`config.mk`:
```
export PLATFORM = sky130hd
export DESIGN_NAME = mac_irq_agg
export DESIGN_NICKNAME = d
export VERILOG_FILES = /design/src/rtl/mac_irq_pkg.sv /design/src/rtl/mac_irq_half.sv /design/src/rtl/mac_irq_agg.sv
export SDC_FILE = /design/constraint.sdc
export NUM_CORES = 1
export LEC_CHECK = 0
export ABC_CLOCK_PERIOD_IN_PS = 1930
export BUFFER_PORTS_ARGS = -buffer_cell sky130_fd_sc_hd__buf_2
export CAP_MARGIN = 10
export CORE_UTILIZATION = 45
export CTS_BUF_LIST = sky130_fd_sc_hd__clkbuf_4 sky130_fd_sc_hd__clkbuf_8 sky130_fd_sc_hd__clkbuf_16
export CTS_CLUSTER_DIAMETER = 50
export DETAILED_ROUTE_END_ITERATION = 8
export PLACE_DENSITY = 0.8
export SLEW_MARGIN = 30
export SYNTH_ARGS = -nofsm -noshare
export SYNTH_HDL_FRONTEND = slang
export SYNTH_SLANG_ARGS = --single-unit
```
`constraint.sdc`:
```
create_clock -name clk -period 1.93 [get_ports clk]
set_input_delay 0.2895 -clock clk [delete_from_list [all_inputs] [get_ports clk]]
set_output_delay 0.2895 -clock clk [all_outputs]
set_load 0.01 [all_outputs]
```
`src/rtl/mac_irq_pkg.sv`:
```
package mac_irq_pkg;
  // cause index inside each half of the status word
  localparam int CAUSE_DONE   = 0;  // tx complete / rx good frame
  localparam int CAUSE_NODESC = 1;  // descriptor not available
  localparam int CAUSE_BUSERR = 2;  // bus error
  localparam int NUM_CAUSE    = 3;
  // half index inside the status word
  localparam int HALF_RX = 0;
  localparam int HALF_TX = 1;
endpackage

```
`src/rtl/mac_irq_half.sv`:
```
module mac_irq_half #(
  parameter int HALF_W  = 16,
  parameter int N_CAUSE = 3
) (
  input  logic               clk,
  input  logic               rst,
  input  logic               soft_rst,
  input  logic [N_CAUSE-1:0] evt,
  input  logic               clr_wr,
  input  logic [N_CAUSE-1:0] clr_mask,
  input  logic [N_CAUSE-1:0] en_cause,
  input  logic               en_sum,
  output logic [HALF_W-1:0]  status,
  output logic               irq
);
  localparam int SUM_POS = HALF_W - 1;

  logic [N_CAUSE-1:0] cause_q, cause_d;
  logic               sum_q, sum_d;

  genvar g;
  generate
    for (g = 0; g < N_CAUSE; g++) begin : g_cause
      // set wins over clear
      assign cause_d[g] = (cause_q[g] & ~(clr_wr & clr_mask[g])) | evt[g];


      set_hold_chk: assert property (@(posedge clk) disable iff (rst)
        (evt[g] && !soft_rst) |=> cause_q[g]);

      w1c_clear_chk: assert property (@(posedge clk) disable iff (rst)
        (clr_wr && clr_mask[g] && !evt[g] && !soft_rst) |=> !cause_q[g]);

      set_wins_chk: assert property (@(posedge clk) disable iff (rst)
        (clr_wr && clr_mask[g] && evt[g] && !soft_rst) |=> cause_q[g]);
    end
  endgenerate

  assign sum_d = |(cause_d & en_cause);

  always_ff @(posedge clk) begin
    if (rst || soft_rst) begin
      cause_q <= '0;
      sum_q   <= 1'b0;
      irq     <= 1'b0;
    end else begin
      cause_q <= cause_d;
      sum_q   <= sum_d;
      irq     <= sum_d & en_sum;
    end
  end

  always_comb begin
    status                 = '0;
    status[N_CAUSE-1:0]    = cause_q;
    status[SUM_POS]        = sum_q;
  end


  soft_drop_chk: assert property (@(posedge clk) disable iff (rst)
    soft_rst |=> (cause_q == '0 && !sum_q && !irq));

  irq_needs_sum_chk: assert property (@(posedge clk) disable iff (rst)
    irq |-> sum_q);
endmodule

```
`src/rtl/mac_irq_agg.sv`:
```
module mac_irq_agg
  import mac_irq_pkg::*;
#(
  parameter int DATA_W  = 32,
  parameter int N_CAUSE = NUM_CAUSE
) (
  input  logic               clk,
  input  logic               rst,
  input  logic               soft_rst,
  input  logic               reg_wr,
  input  logic               reg_rd,
  input  logic               reg_sel,
  input  logic [DATA_W-1:0]  reg_wdata,
  output logic [DATA_W-1:0]  rd_data,
  input  logic [N_CAUSE-1:0] tx_evt,
  input  logic [N_CAUSE-1:0] rx_evt,
  output logic               irq_tx,
  output logic               irq_rx
);
  localparam int HALF_W  = DATA_W / 2;
  localparam int N_HALF  = 2;
  localparam int SUM_OFS = HALF_W - 1;

  logic [DATA_W-1:0]                en_q, en_d;
  logic [N_HALF-1:0][HALF_W-1:0]    status_h;
  logic [N_HALF-1:0][N_CAUSE-1:0]   evt_h;
  logic [N_HALF-1:0]                irq_h;
  logic [DATA_W-1:0]                status_w;
  logic                             stat_wr;

  assign evt_h[HALF_TX] = tx_evt;
  assign evt_h[HALF_RX] = rx_evt;
  assign stat_wr        = reg_wr & ~reg_sel;
  assign en_d           = (reg_wr && reg_sel) ? reg_wdata : en_q;
  assign status_w       = status_h;

  always_ff @(posedge clk) begin
    if (rst || soft_rst) en_q <= '0;
    else                 en_q <= en_d;
  end

  genvar h;
  generate
    for (h = 0; h < N_HALF; h++) begin : g_half
      mac_irq_half #(
        .HALF_W (HALF_W),
        .N_CAUSE(N_CAUSE)
      ) u_half (
        .clk     (clk),
        .rst     (rst),
        .soft_rst(soft_rst),
        .evt     (evt_h[h]),
        .clr_wr  (stat_wr),
        .clr_mask(reg_wdata[h*HALF_W +: N_CAUSE]),
        .en_cause(en_d[h*HALF_W +: N_CAUSE]),
        .en_sum  (en_d[h*HALF_W + SUM_OFS]),
        .status  (status_h[h]),
        .irq     (irq_h[h])
      );
    end
  endgenerate

  assign irq_tx = irq_h[HALF_TX];
  assign irq_rx = irq_h[HALF_RX];

  always_ff @(posedge clk) begin
    if (rst)                     rd_data <= '0;
    else if (reg_rd && !soft_rst) rd_data <= reg_sel ? en_q : status_w;
  end


  tx_sum_chk: assert property (@(posedge clk) disable iff (rst)
    status_w[DATA_W-1] == |(status_w[HALF_W +: N_CAUSE] & en_q[HALF_W +: N_CAUSE]));

  rx_sum_chk: assert property (@(posedge clk) disable iff (rst)
    status_w[SUM_OFS] == |(status_w[N_CAUSE-1:0] & en_q[N_CAUSE-1:0]));

  tx_line_chk: assert property (@(posedge clk) disable iff (rst)
    irq_tx == (status_w[DATA_W-1] & en_q[DATA_W-1]));

  rx_line_chk: assert property (@(posedge clk) disable iff (rst)
    irq_rx == (status_w[SUM_OFS] & en_q[SUM_OFS]));

  en_store_chk: assert property (@(posedge clk) disable iff (rst)
    (reg_wr && reg_sel && !soft_rst) |=> en_q == $past(reg_wdata));

  rd_stat_chk: assert property (@(posedge clk) disable iff (rst)
    (reg_rd && !reg_sel && !soft_rst) |=> rd_data == $past(status_w));
endmodule

```
## After elaboration in Yosys (flattened, before gate mapping)

Index checks and enable logic that the tools add are counted.

- Register bits: 74
- Input port bits: 44
- Output and inout port bits: 34
- Word-level logic and storage cells: 47

- Mux-type cells: 2
- Bitwise logic cells: 30
- Reductions and logical operators: 6

Operator list:

| cell | count |
|---|---|
| two-way mux 32 bit | 2 |
| bitwise AND 1 bit | 15 |
| NOT 1 bit | 7 |
| bitwise AND 3 bit | 2 |
| OR 1 bit | 6 |
| OR reduction 3 bit | 2 |
| logical AND 1 bit | 2 |
| zero test 1 bit | 1 |
| logical OR 1 bit | 1 |

## Depth between registers and ports, before layout

- Word-level depth: 9
- Gate-level depth with buffers: 5
- Depth with buffers taken out: 4

## Cells and area by module

A second synthesis with hierarchy kept.

- Cell total of the unflattened synthesis: 341
- Area, all modules: 3203.1 um2

By module, submodules not included:

| module | times used | cells each | area an instance (um2) | seq. area each (um2) |
|---|---|---|---|---|
| mac_irq_agg | 1 | 277 | 2612.5 | 1281.2 |
| mac_irq_half | 2 | 32 | 295.3 | 100.1 |

## Worst setup path before layout

Ideal clock, no wire load.

- Path kind: input to register
- From: input port rst
- To: register en_q[19]
- Arrival: 1.031 ns
- Data required time: 1.810 ns
- Path slack: 0.779 ns
- Stages on the path: 5
- Path buffers: 3
- Cell sequence: clkbuf_1 or2_1 buf_2 buf_2 a21oi_1

- Word-level cells in the longest chain between the ends: 1

Ends and longest elaborated chain:

| what | line | RTL |
|---|---|---|
| start, declared | mac_irq_agg.sv:8 | `input logic rst,` |
| logical OR 1 bit | mac_irq_agg.sv:38 | `if (rst \|\| soft_rst) en_q <= '0;` |
| end signal, assigned | mac_irq_agg.sv:39 | `else en_q <= en_d;` |
| end, declared | mac_irq_agg.sv:24 | `logic [DATA_W-1:0] en_q, en_d;` |

No other way between the ends.
A chain may end at the register's enable or synchronous reset.

## Final worst setup path

- From: input port reg_wr
- To: register g_half[0].u_half.irq

- Word-level cells in the longest chain between the ends: 8
- Elaborated cells on any way between the ends: 18

Ends and longest elaborated chain:

| what | line | RTL |
|---|---|---|
| start, declared | mac_irq_agg.sv:10 | `input logic reg_wr,` |
| bitwise AND 1 bit | mac_irq_agg.sv:33 | `assign stat_wr = reg_wr & ~reg_sel;` |
| bitwise AND 1 bit | mac_irq_half.sv:25 | `assign cause_d[g] = (cause_q[g] & ~(clr_wr & clr_mask[g])) \| evt[g];` |
| NOT 1 bit | mac_irq_half.sv:25 |  |
| bitwise AND 1 bit | mac_irq_half.sv:25 |  |
| OR 1 bit | mac_irq_half.sv:25 |  |
| bitwise AND 3 bit | mac_irq_half.sv:39 | `assign sum_d = \|(cause_d & en_cause);` |
| OR reduction 3 bit | mac_irq_half.sv:39 |  |
| bitwise AND 1 bit (*) | mac_irq_half.sv:49 | `irq <= sum_d & en_sum;` |
| end signal, assigned | mac_irq_half.sv:49 |  |
| end, declared | mac_irq_half.sv:14 | `output logic irq` |

Every way passes the cells marked *; elsewhere a longest branch is shown, timed or not.

==> impl_metrics.ini <==
[logic_synthesis]
synth_xor_area_share_pct = 0
synth_sequential_area_ratio_pct = 52.0
syn_area_um2 = 2850
syn_inst = 350
synth_fa_ha_area_share_pct = 0
synthSimpleGateAreaFrac_pct = 22.3
ys_types = 26
syn_avg_cell_area_um2 = 8.14
syn_nets = 394
synth_mux_area_share_pct = 2.81
synth_compound_area_share_pct = 17.7
synth_warnings = 0
synth_top_family_by_area = simple AND/OR/NAND/NOR gates
synth-seq-cells = 74

[die]
die_area_um2 = 6660
die_w_um = 81.6
rows = 28
start_util_pct = 47.3
die_y_um = 81.6
io_pins = 78
core_um2 = 6030

[clock_network]
numCtsBuffers = 9
cts_setup_buffers = 0
cts_buffer_depth = 2
holdBufCountCts = 0
clock_latency_ns = 0.35
htreeDepth = 3
tritoncts = built
clock-sinks = 74
clock-root-buffer = clkbuf_8
cts_resized = 0
cts.clk_slew.worst_paths_ns = 0.07

[power]
p_int_uw = 2380
fin_total_pwr_uw = 3120
ir_worst_vdd_mv = 0.477
power_density_nw_per_um2 = 897
p_clk_share_pct = 40.9
swShare_pct = 23.6
p_comb_share_pct = 8.4
seqPwrFrac_pct = 50.7
power.switching_uw = 737
total_leakage_power_uw = 0.00140

[routing]
drc = 0
wirelength_um = 6840
drt_pass1_iterations = 5
avgRoutedWirePerCell_um = 13.7
vias = 2633
wl_met2_um = 3250
top_layer = met4
wl_met1_um = 3000
dr_wl_met3_um = 481
postRouteAntennaNets = 0
drt_iter0_markers = 140
vias_per_cell = 5.27

[global_routing]
grt_pass1_wl_um = 11000
antenna_found_initial = 0
gr-usage-all-layers_pct = 22.1
grt_max_degree = 41
grt_pass1_vias = 2345
gr-total-overflow = 0

[cells_and_area]
final_nets = 464
instances_no_fill = 500
antennaDiodeCount = 0
area_delta_synth_final_pct = 22.1
drive_gt1_share_pct = 25.2
layout_common_cells = nand2_1, buf_2, dfxtp_1
layout_commonest_cell = nand2_1

[hold_path]
hold_end = en_q[14]$_SDFFE_PP0N_
holdPathStages = 3
hp-class = in -> reg
min_from = reg_wdata[14]

[critical_path]
reg2reg_from = en_q[1]$_SDFF_PP0_
startpoint = reg_wr
r2r_end = g_half[0].u_half.irq$_SDFF_PP0_
cp.required_ns = 2.22
ff2ff_path_depth = 4
crit_arrival_ns = 1.45
worstSetupPathType = in -> reg
r2r_slack_ns = 0.87
endpoint_kind = flop
critPathLaunchType = primary input
critPathMaxFanout = 21

[timing]
worst_pin_slew_ns = 0.389
finalClockSkew_ns = 0.00542
tns_ns = 0
max_freq_mhz = 862
hold_viol_final = 0
timing.slew.headroom_pct = 74.0
rsz0062_at_grt = false
maxSlewViolCount = 0
finalCritPeriodShare_pct = 60.1
fin_crit_ns = 1.16
setup_ws_ns = 0.770
setup_viol = 0

[job]
maxCapViolations = 0

[placement]
dp_worst_setup_slack_ns = 0.426
dp.cells = 484
place_hpwl_um = 4690
io_buffer_count = 77
routabilityCongestion = 0.928

[outcome]
status = complete, no violations
registers in the layout (all words and copies together), names as in the netlist:
| signal | count |
|---|---|
| en_q | 32 |
| g_half.u_half.cause_q | 6 |
| g_half.u_half.irq | 2 |
| g_half.u_half.sum_q | 2 |
| rd_data | 32 |
critical path, cell delays in order:
cell      delay [ns]
buf_2           0.19
nand2_2         0.34
nor2_1          0.07
or3_1           0.42
a21boi_2        0.13
worst max path at each step:
| stage | endpoint | slack, ns |
|---|---|---|
| 3_3_place_gp | g_half[0].u_half.sum_q$_SDFF_PP0_ | 0.47 |
| 3_5_place_dp | g_half[0].u_half.irq$_SDFF_PP0_ | 0.43 |
| 5_1_grt | g_half[1].u_half.sum_q$_SDFF_PP0_ | 0.65 |
| 6_report | g_half[0].u_half.irq$_SDFF_PP0_ | 0.77 |
| 4_1_cts | rd_data[31] | 0.78 |
| 2_1_floorplan | en_q[19]$_SDFFE_PP0N_ | 0.78 |
final cells by class:
cell class / instances / area [µm²]
clock buffer: 13 / 173
fill: 561 / 2550
sequential: 74 / 1480
tap: 75 / 93.8
multi-input combinational: 248 / 1220
timing repair buffer: 87 / 460
clock inverter: 3 / 46.3
Yosys cell counts (all sizes together):
cell    instances  area, µm²
o22ai           4       25.0
nand3b          6       45.0
nand3          24        120
mux2i           8       80.1
a21boi          2       18.8
nor2b           1       6.26
a21oi          70        354
nand2b          1       6.26
o22a            2       17.5
nand2          95        359
a211oi          8       60.1
o32a            2       20.0
clkbuf         12       45.0
and2b           1       7.51
and2            1       6.26
or2             1       6.26
or3             2       12.5
o21ai           2       10.0
buf            16        101
nor2           18       67.6
dfxtp          74       1480
logic make-up after synthesis:
kind of cell | Yosys count
and+or+nand+nor | 150
buffers and inverters | 28
muxes | 8
AOI/OAI and AO/OA | 90
DFF | 74
power by group through the flow:
stage	clock network (µW)	registers [µW]	logic (µW)
after global placement	0	1620	258
after floorplan	0	1620	159
after CTS	1300	1580	263
after detailed placement	0	1620	262
final	1280	1580	263
after global routing	1370	1590	293
metrics by stage:
stage | utilization [%] | instance area [µm²] | hold WS, ns
2_1_floorplan | - | 2850 | 0.407
3_3_place_gp | 54.1 | 3260 | 0.437
3_5_place_dp | 54.1 | 3260 | 0.441
4_1_cts | 57.7 | 3480 | 0.158
5_1_grt | 57.7 | 3480 | 0.175
6_report | 57.7 | 3480 | 0.173
layer usage:
metal | global-route usage [%] | vias to the layer above
met1 | 28.7 | 1207
met2 | 35.3 | 88
met5 | 0 | -
met3 | 4.67 | 11
li1 | - | 1327
met4 | 9.47 | 0
(Power assumes the default switching activity.)
